==> config.mk <==
export PLATFORM = sky130hd
export DESIGN_NAME = spec_load_table
export DESIGN_NICKNAME = d
export VERILOG_FILES = /design/src/rtl/spec_load_pkg.sv /design/src/rtl/spec_load_entry.sv /design/src/rtl/spec_load_alloc.sv /design/src/rtl/spec_load_lookup.sv /design/src/rtl/spec_load_table.sv
export SDC_FILE = /design/constraint.sdc
export NUM_CORES = 2
export LEC_CHECK = 0
export BUFFER_PORTS_ARGS = -buffer_cell sky130_fd_sc_hd__buf_2
export CAP_MARGIN = 20
export CORE_MARGIN = 2
export CORE_UTILIZATION = 41
export DETAILED_ROUTE_END_ITERATION = 16
export PLACE_DENSITY_LB_ADDON = 0.08
export SETUP_SLACK_MARGIN = 0.1
export SLEW_MARGIN = 10
export SYNTH_ARGS = -nofsm -noshare
export SYNTH_HDL_FRONTEND = slang
export SYNTH_HIERARCHICAL = 1
export SYNTH_SLANG_ARGS = --single-unit
==> constraint.sdc <==
create_clock -name clk -period 14.25 [get_ports clk]
set_clock_uncertainty 0.2 [all_clocks]
set_input_delay 0.7125 -clock clk [delete_from_list [all_inputs] [get_ports clk]]
set_output_delay 0.7125 -clock clk [all_outputs]
set_load 0.05 [all_outputs]
==> src/rtl/spec_load_pkg.sv <==
package spec_load_pkg;

  typedef enum logic [1:0] {
    SZ_BYTE  = 2'd0,
    SZ_HALF  = 2'd1,
    SZ_WORD  = 2'd2,
    SZ_DWORD = 2'd3
  } size_code_t;

  localparam int unsigned DEF_ENTRIES = 8;
  localparam int unsigned DEF_REG_W   = 7;
  localparam int unsigned DEF_ADDR_W  = 64;
  localparam int unsigned DEF_TYPE_W  = 2;

endpackage

==> src/rtl/spec_load_entry.sv <==
module spec_load_entry #(
  parameter int unsigned REG_W  = spec_load_pkg::DEF_REG_W,
  parameter int unsigned ADDR_W = spec_load_pkg::DEF_ADDR_W,
  parameter int unsigned TYPE_W = spec_load_pkg::DEF_TYPE_W
) (
  input  logic                     clk,
  input  logic                     rst,
  input  logic                     flush,
  input  logic                     wr_en,
  input  logic [REG_W-1:0]         wr_reg,
  input  logic [ADDR_W-1:0]        wr_addr,
  input  spec_load_pkg::size_code_t wr_size,
  input  logic [TYPE_W-1:0]        wr_type,
  input  logic                     st_valid,
  input  logic [ADDR_W-1:0]        st_addr,
  input  spec_load_pkg::size_code_t st_size,
  input  logic                     kill,
  output logic                     valid,
  output logic [REG_W-1:0]         tag_reg,
  output logic [TYPE_W-1:0]        tag_type,
  output logic                     snoop_hit
);
  // One extra bit keeps range ends from wrapping past the top of memory.
  localparam int unsigned EXT_W = ADDR_W + 1;

  logic [ADDR_W-1:0]         addr_q;
  spec_load_pkg::size_code_t size_q;

  logic [EXT_W-1:0] ent_lo, ent_hi, st_lo, st_hi;
  logic [EXT_W-1:0] ent_len, st_len;

  always_comb begin
    ent_len   = {{(EXT_W-1){1'b0}}, 1'b1} << size_q;
    st_len    = {{(EXT_W-1){1'b0}}, 1'b1} << st_size;
    ent_lo    = {1'b0, addr_q};
    st_lo     = {1'b0, st_addr};
    ent_hi    = ent_lo + ent_len;
    st_hi     = st_lo + st_len;
    snoop_hit = valid && st_valid && (st_lo < ent_hi) && (ent_lo < st_hi);
  end

  always_ff @(posedge clk) begin
    if (rst || flush) begin
      valid    <= 1'b0;
      tag_reg  <= '0;
      tag_type <= '0;
      addr_q   <= '0;
      size_q   <= spec_load_pkg::SZ_BYTE;
    end else if (wr_en) begin
      valid    <= 1'b1;
      tag_reg  <= wr_reg;
      tag_type <= wr_type;
      addr_q   <= wr_addr;
      size_q   <= wr_size;
    end else if (snoop_hit || kill) begin
      valid    <= 1'b0;
    end
  end

endmodule

==> src/rtl/spec_load_alloc.sv <==
module spec_load_alloc #(
  parameter int unsigned ENTRIES = spec_load_pkg::DEF_ENTRIES,
  parameter int unsigned REG_W   = spec_load_pkg::DEF_REG_W
) (
  input  logic                            clk,
  input  logic                            rst,
  input  logic                            flush,
  input  logic                            ld_valid,
  input  logic [REG_W-1:0]                ld_reg,
  input  logic [ENTRIES-1:0]              ent_valid,
  input  logic [ENTRIES-1:0][REG_W-1:0]   ent_reg,
  output logic [ENTRIES-1:0]              wr_vec
);
  localparam int unsigned IDX_W = (ENTRIES > 1) ? $clog2(ENTRIES) : 1;
  localparam logic [IDX_W-1:0] LAST = IDX_W'(ENTRIES - 1);

  logic [IDX_W-1:0] victim_q;
  logic [IDX_W-1:0] same_idx, free_idx, sel_idx;
  logic             same_any, free_any;

  always_comb begin
    same_any = 1'b0;
    free_any = 1'b0;
    same_idx = '0;
    free_idx = '0;
    for (int i = ENTRIES - 1; i >= 0; i--) begin
      if (ent_valid[i] && ent_reg[i] == ld_reg) begin
        same_any = 1'b1;
        same_idx = IDX_W'(i);
      end
      if (!ent_valid[i]) begin
        free_any = 1'b1;
        free_idx = IDX_W'(i);
      end
    end
    if (same_any)      sel_idx = same_idx;
    else if (free_any) sel_idx = free_idx;
    else               sel_idx = victim_q;
    wr_vec = '0;
    for (int i = 0; i < ENTRIES; i++)
      if (ld_valid && sel_idx == IDX_W'(i)) wr_vec[i] = 1'b1;
  end

  always_ff @(posedge clk) begin
    if (rst || flush)
      victim_q <= '0;
    else if (ld_valid && !same_any && !free_any)
      victim_q <= (victim_q == LAST) ? '0 : victim_q + 1'b1;
  end

endmodule

==> src/rtl/spec_load_lookup.sv <==
module spec_load_lookup #(
  parameter int unsigned ENTRIES = spec_load_pkg::DEF_ENTRIES,
  parameter int unsigned REG_W   = spec_load_pkg::DEF_REG_W,
  parameter int unsigned TYPE_W  = spec_load_pkg::DEF_TYPE_W
) (
  input  logic                            ck_valid,
  input  logic [REG_W-1:0]                ck_reg,
  input  logic [TYPE_W-1:0]               ck_type,
  input  logic [ENTRIES-1:0]              ent_valid,
  input  logic [ENTRIES-1:0][REG_W-1:0]   ent_reg,
  input  logic [ENTRIES-1:0][TYPE_W-1:0]  ent_type,
  input  logic [ENTRIES-1:0]              snoop_vec,
  output logic [ENTRIES-1:0]              hit_vec,
  output logic                            hit
);
  // A same-cycle overlapping store wins over the check.
  for (genvar g = 0; g < ENTRIES; g++) begin : g_cmp
    assign hit_vec[g] = ck_valid && ent_valid[g] && !snoop_vec[g] &&
                        (ent_reg[g] == ck_reg) && (ent_type[g] == ck_type);
  end

  assign hit = |hit_vec;

endmodule

==> src/rtl/spec_load_table.sv <==
module spec_load_table #(
  parameter int unsigned ENTRIES = spec_load_pkg::DEF_ENTRIES,
  parameter int unsigned REG_W   = spec_load_pkg::DEF_REG_W,
  parameter int unsigned ADDR_W  = spec_load_pkg::DEF_ADDR_W,
  parameter int unsigned TYPE_W  = spec_load_pkg::DEF_TYPE_W
) (
  input  logic              clk,
  input  logic              rst,
  input  logic              ld_valid,
  input  logic [REG_W-1:0]  ld_reg,
  input  logic [ADDR_W-1:0] ld_addr,
  input  logic [1:0]        ld_size,
  input  logic [TYPE_W-1:0] ld_type,
  input  logic              st_valid,
  input  logic [ADDR_W-1:0] st_addr,
  input  logic [1:0]        st_size,
  input  logic              flush,
  input  logic              ck_valid,
  input  logic [REG_W-1:0]  ck_reg,
  input  logic [TYPE_W-1:0] ck_type,
  input  logic              ck_clear,
  output logic              ck_hit
);
  logic [ENTRIES-1:0]             ent_valid;
  logic [ENTRIES-1:0][REG_W-1:0]  ent_reg;
  logic [ENTRIES-1:0][TYPE_W-1:0] ent_type;
  logic [ENTRIES-1:0]             snoop_vec;
  logic [ENTRIES-1:0]             wr_vec;
  logic [ENTRIES-1:0]             hit_vec;
  logic [ENTRIES-1:0]             kill_vec;

  spec_load_pkg::size_code_t ld_code, st_code;
  assign ld_code = spec_load_pkg::size_code_t'(ld_size);
  assign st_code = spec_load_pkg::size_code_t'(st_size);

  spec_load_alloc #(.ENTRIES(ENTRIES), .REG_W(REG_W)) u_alloc (
    .clk       (clk),
    .rst       (rst),
    .flush     (flush),
    .ld_valid  (ld_valid),
    .ld_reg    (ld_reg),
    .ent_valid (ent_valid),
    .ent_reg   (ent_reg),
    .wr_vec    (wr_vec)
  );

  for (genvar g = 0; g < ENTRIES; g++) begin : g_ent
    spec_load_entry #(.REG_W(REG_W), .ADDR_W(ADDR_W), .TYPE_W(TYPE_W)) u_ent (
      .clk       (clk),
      .rst       (rst),
      .flush     (flush),
      .wr_en     (wr_vec[g]),
      .wr_reg    (ld_reg),
      .wr_addr   (ld_addr),
      .wr_size   (ld_code),
      .wr_type   (ld_type),
      .st_valid  (st_valid),
      .st_addr   (st_addr),
      .st_size   (st_code),
      .kill      (kill_vec[g]),
      .valid     (ent_valid[g]),
      .tag_reg   (ent_reg[g]),
      .tag_type  (ent_type[g]),
      .snoop_hit (snoop_vec[g])
    );
  end

  spec_load_lookup #(.ENTRIES(ENTRIES), .REG_W(REG_W), .TYPE_W(TYPE_W)) u_lookup (
    .ck_valid  (ck_valid),
    .ck_reg    (ck_reg),
    .ck_type   (ck_type),
    .ent_valid (ent_valid),
    .ent_reg   (ent_reg),
    .ent_type  (ent_type),
    .snoop_vec (snoop_vec),
    .hit_vec   (hit_vec),
    .hit       (ck_hit)
  );

  assign kill_vec = hit_vec & {ENTRIES{ck_clear}};

endmodule

## After elaboration in Yosys (flattened, before gate mapping)

Index checks and enable logic that the tools add are counted.

- Register bits: 611
- Input port bits: 157
- Output and inout port bits: 1
- Logic and storage cells: 271

- Add/subtract/negate cells: 10
- Magnitude comparators: 16
- Eq/ne operators: 32
- Shifts and indexed selects: 9
- Muxes and demuxes: 59
- Bitwise logic cells: 1
- Reductions and logical operators: 103

Operator list:

| cell | count |
|---|---|
| 64-bit by 65-bit less-than comparator with 1-bit output | 16 |
| 64-bit by 65-bit adder with 65-bit output | 9 |
| 1-bit by 2-bit << shifter with 65-bit output (first input constant) | 9 |
| 7-bit equality test | 16 |
| 1-bit logical AND | 74 |
| 3-bit two-way mux | 19 |
| 1-bit two-way mux | 40 |
| 2-bit equality test | 8 |
| 2-bit nonzero test | 8 |
| 3-bit equality test (second input constant) | 5 |
| 1-bit zero test | 10 |
| 1-bit logical OR | 9 |
| 8-bit AND | 1 |
| 8-bit OR reduction | 1 |
| 3-bit by 2-bit equality test with 1-bit output (second input constant) | 2 |
| 3-bit by 1-bit adder with 3-bit output (second input constant) | 1 |
| 3-bit by 1-bit equality test with 1-bit output (second input constant) | 1 |
| 3-bit zero test | 1 |

## Longest topological paths before layout

- Word-level depth: 15
- Depth in mapped cells: 27
- Gate-level depth less buffers: 27

## Cells and area by module

Netlist, hierarchy kept.

Modules (own cells, without submodules):

| module | instances | cells each | area each (um2) | seq. area each (um2) |
|---|---|---|---|---|
| spec_load_entry (g_ent[2].u_ent ...) | 4 | 960 | 7890.1 | 1521.5 |
| spec_load_entry (g_ent[7].u_ent) | 1 | 989 | 8087.8 | 1521.5 |
| spec_load_entry (g_ent[5].u_ent) | 1 | 972 | 8017.7 | 1521.5 |
| spec_load_entry (g_ent[0].u_ent) | 1 | 969 | 7948.9 | 1521.5 |
| spec_load_entry (g_ent[1].u_ent) | 1 | 958 | 7942.6 | 1521.5 |
| spec_load_alloc | 1 | 144 | 1124.8 | 60.1 |
| spec_load_lookup | 1 | 117 | 1031.0 | 0.0 |
| spec_load_table | 1 | 8 | 50.0 | 0.0 |

## Worst setup path after synthesis

No wires, ideal clock.

- Path type: input -> output
- Start point: in st_size[0]
- End point: out ck_hit
- Arrival time: 4.909 ns
- Data required time: 13.337 ns
- Slack: 8.428 ns
- Stages on the path: 22
- Path buffers: 0
- Cells stage by stage: nor2b_1 -> ha_1 -> a21o_1 -> a21oi_1 -> o21bai_1 -> nand4_1 -> nor3_2 -> nand4_1 -> nor3_1 -> xnor2_1 -> ha_1 -> o21ai_0 -> o21bai_1 -> o22ai_1 -> o31ai_1 -> a41o_1 -> o31ai_1 -> a2bb2oi_2 -> nand4b_1 -> nor3_2 -> nor4_1 -> nand2_1

- Longest elaborated chain between the ends: 9
- Elaborated cells on any way between the ends: 51
- Those cells by class: 1 x add/sub; 8 x order compare; 1 x shift; 41 x reduce/logical

Ends and longest elaborated chain:

| element | line | source |
|---|---|---|
| from (decl) | spec_load_table.sv:16 | `input logic [1:0] st_size,` |
| 1-bit by 2-bit << shifter with 65-bit output | spec_load_entry.sv:34 | `st_len = {{(EXT_W-1){1'b0}}, 1'b1} << st_size;` |
| 64-bit by 65-bit adder with 65-bit output | spec_load_entry.sv:38 | `st_hi = st_lo + st_len;` |
| 64-bit by 65-bit less-than comparator with 1-bit output | spec_load_entry.sv:39 | `snoop_hit = valid && st_valid && (st_lo < ent_hi) && (ent_lo < st_hi);` |
| 1-bit logical AND | spec_load_entry.sv:39 |  |
| net snoop_vec[2] | spec_load_table.sv:27 | `logic [ENTRIES-1:0] snoop_vec;` |
| 1-bit zero test | spec_load_lookup.sv:18 | `assign hit_vec[g] = ck_valid && ent_valid[g] && !snoop_vec[g] &&` |
| 1-bit logical AND (2 in a row) | spec_load_lookup.sv:18 |  |
| 1-bit logical AND | spec_load_lookup.sv:19 | `(ent_reg[g] == ck_reg) && (ent_type[g] == ck_type);` |
| net hit_vec[2] | spec_load_table.sv:29 | `logic [ENTRIES-1:0] hit_vec;` |
| 8-bit OR reduction | spec_load_lookup.sv:22 | `assign hit = \|hit_vec;` |
| to (decl) | spec_load_table.sv:22 | `output logic ck_hit` |

The timed path passes the listed nets, and every way through them passes these cells.

## Worst setup path in the final report

- Start point: reg g_ent[7].u_ent.size_q[1]
- End point: out ck_hit

- Longest elaborated chain between the ends: 10

Ends and longest elaborated chain:

| element | line | source |
|---|---|---|
| from (decl) | spec_load_entry.sv:27 | `spec_load_pkg::size_code_t size_q;` |
| from (signal assigned) | spec_load_entry.sv:48 | `size_q <= spec_load_pkg::SZ_BYTE;` |
| from (signal assigned) | spec_load_entry.sv:54 | `size_q <= wr_size;` |
| 1-bit by 2-bit << shifter with 65-bit output | spec_load_entry.sv:33 | `ent_len = {{(EXT_W-1){1'b0}}, 1'b1} << size_q;` |
| 64-bit by 65-bit adder with 65-bit output | spec_load_entry.sv:37 | `ent_hi = ent_lo + ent_len;` |
| 64-bit by 65-bit less-than comparator with 1-bit output | spec_load_entry.sv:39 |  |
| 1-bit logical AND (2 in a row) | spec_load_entry.sv:39 |  |
| net snoop_vec[7] | spec_load_table.sv:27 |  |
| 1-bit zero test | spec_load_lookup.sv:18 |  |
| 1-bit logical AND (2 in a row) | spec_load_lookup.sv:18 |  |
| 1-bit logical AND | spec_load_lookup.sv:19 |  |
| net hit_vec[7] | spec_load_table.sv:29 |  |
| 8-bit OR reduction | spec_load_lookup.sv:22 |  |

The timed path passes the listed nets, and every way through them passes these cells.

==> out/metrics.yaml <==
r2r-start: "g_ent[7].u_ent/size_q[1]$_SDFFE_PP0P_"
ys_ff_latch: 611
hold_path.class: "in -> reg"
stdcell_count: 10290
fin_nets: 9391
yosysWarnings: 6
setup_viol: 0
vias: 59120
io_buffer_count: 157
syn-cell-area_um2: 65760
ctsRootBufferMaster: "clkbuf_16"
grt_util_all_layers: 0.2767
rsz0062_at_grt: "no"
drt_iter0_markers: 4204
multi_input_area_um2: 52120
hold_depth: 2
drive_gt1_frac: 0.06767
r2r_slack_ns: 7.02
dp.cells: 10130
critPathMaxStageDelay_ns: 0.90
cts_hold_buf: 0
dieArea_um2: 163600
core-area_um2: 158700
syn_to_final_growth_pct: 9.893
async_flop_share: 0
period_share: 0.6070
clk_latency_ns: 0.70
crit_path_max_fanout: 6
antenna_found_initial: 5
drtPass1Iterations: 5
synth_cell_types: 102
power_density_nw_per_um2: 69.03
largest_register_ffs: 512
n_fill_cell: 15880
dp_hpwl_um: 180000
avgSynthCellArea_um2: 8.223
synth_edf_count: 0
cpMaxStageDelayCell: "a2111oi_0"
path_clk_slew_ns: 0.06
final_util: 0.4553
drtAntennaViolNets: 0
hold_viol_final: 0
seq_area_um2: 12230
synth_top_area_frac: 0.2043
path_common_cell: "a21oi_1"
power_uw: 4988
die_w_um: 404.5
cts_buffers: 87
final_cell_mix: "1074 x ha_1, 1039 x nor2_1, 653 x xor2_1"
io_pins: 158
globalRouteMet2Util: 0.4443
cts_resized: 0
use_met3: 0.03083
initial_core_util: 0.4143
clk_path_buf_depth: 3
cts_setup_buffers: 0
remaining_drc_errors: 0
final_common_cell: "ha_1"
grt_pass1_vias: 54750
wire_per_inst_um: 22.51
synth_area_leader_cell: "ha_1"
final_cell_area_um2: 72270
synthCells: 7997
slew_headroom: 0.2433
synth_nets: 9244
cp-startpoint: "g_ent[7].u_ent/size_q[1]$_SDFFE_PP0P_"
r2r-end: "g_ent[7].u_ent/valid$_SDFFE_PP0P_"
r2r_cells: 25
place.gp.congestion: 0.9113
cts_tree: "done"
clock.fmax_ghz: 0.1156
grt_pass1_wl_um: 349600
status: "completed"
postPlaceCellArea_um2: 69120
hold_start: "rst"
criticalPathCategory: "reg -> out"
worstHoldEndpoint: "u_alloc/victim_q[0]$_SDFFE_PP0P_"
synthFlopType: "dfxtp_1"
slew_violations: 0
seq_area_frac_synth: 0.1860
p_leak_uw: 0.02660
fp-row-count: 146
cts.sinks: 611
finalSetupTns_ns: 0
h-tree-depth: 3
vdd_drop_max_mv: 0.08732
required_ns: 13.34
grt.busiest_layer: "met2"
drv_cap: 0
crit_path_start_kind: "flop"
met1_usage: 0.3927
die_h_um: 404.5
grt_max_degree: 77
viasPerCell: 5.746
finalCriticalPeriod_ns: 8.650
worst_pin_slew_ns: 1.125
grt_overflow_total: 0
worst_ep_arrival_time_ns: 7.74
critical_path.cell_chain: "nor2_1 > ha_1 > inv_1 > fa_1 > nand2b_1 > a21oi_1 > nand4_1 > nor2_1 > nand4_1 > nor3_1 > xnor2_1 > ha_1 > a21o_1 > a21oi_1 > o21ai_1 > a2111oi_0 > o31ai_1 > or3_1 > a21oi_1 > nand4b_1 > nor3_2 > nor4_1 > nand2_1 > buf_2"
wirelength_um: 231600
end_kind: "output pin"
ys_top_cells_by_area: "ha_1 20%, dfxtp_1 19%, mux2i_1 9.2%"
==> layer usage <==
layer  share of wire  vias up
li1                -    29300
met1            0.48    28220
met2            0.44     1352
met3           0.046      244
met4           0.026        2
met5        0.000056        -
==> worst max-delay path: cells and delay by family (launching register included) <==
kind,cells,cell delay (ns)
compound gates,7,2.51
xor+xnor,1,0.15
fa+ha+maj,3,0.82
buf+inv,2,0.30
flops,1,0.33
simple gates,11,2.91
==> worst max path at each step <==
stage	end	cells past startpoint	slack, ns
2_1_floorplan	ck_hit	22	8.43
3_3_place_gp	ck_hit	25	5.94
3_5_place_dp	ck_hit	25	6.08
4_1_cts	ck_hit	24	5.62
5_1_grt	ck_hit	24	5.07
6_report	ck_hit	24	5.60
==> final cells by class <==
cell class,instances,share of cell area
sequential,611,0.1693
clock inverter,40,0.008431
antenna,1,0.00003463
timing repair buffer,265,0.02209
clock buffer,121,0.03499
tap,2072,0.03587
multi-input combinational,7022,0.7212
inverter,157,0.008154
==> synthesized netlist by cell type (45+ instances only) <==
master / instances
dfxtp_1: 611
nand4_1: 361
a21oi_1: 360
nor4_1: 48
a211oi_1: 70
mux2i_1: 602
xor2_1: 653
ha_1: 1074
nor2b_1: 55
xnor2_1: 460
and3_1: 186
nand3_1: 439
o21ai_0: 175
a21o_1: 98
and2_1: 55
nor3_1: 108
inv_1: 155
nor2_1: 1047
nand2_1: 618
clkbuf_1: 127
buf_1: 45
and4_1: 110
==> kinds of logic (layout without fill, tap and decap cells) <==
| logic type | Yosys count | count (layout) | share of synthesized area |
|---|---|---|---|
| compound gates | 978 | 978 | 0.09549 |
| other cells | 0 | 1 | 0 |
| mux | 602 | 602 | 0.09163 |
| simple gates | 3236 | 3236 | 0.2459 |
| xor+xnor | 1116 | 1116 | 0.1490 |
| flops | 611 | 611 | 0.1860 |
| fa+ha+maj | 1090 | 1090 | 0.2092 |
| buf+inv | 364 | 583 | 0.02277 |
==> metrics by stage <==
step / setup WS, ns / hold slack (ns)
finish: 5.600 / 0.2353
global placement: 5.940 / 0.2946
detailed placement: 6.080 / 0.3061
floorplan: 8.428 / 0.2689
global route: 5.073 / 0.1971
CTS: 5.618 / 0.1796
==> report_power, final <==
group	total, uW	switching, uW	internal [uW]
Clock	2460	948	1510
Combinational	799	528	272
Sequential	1730	14.8	1720
Power figures use the tool's default switching activity.
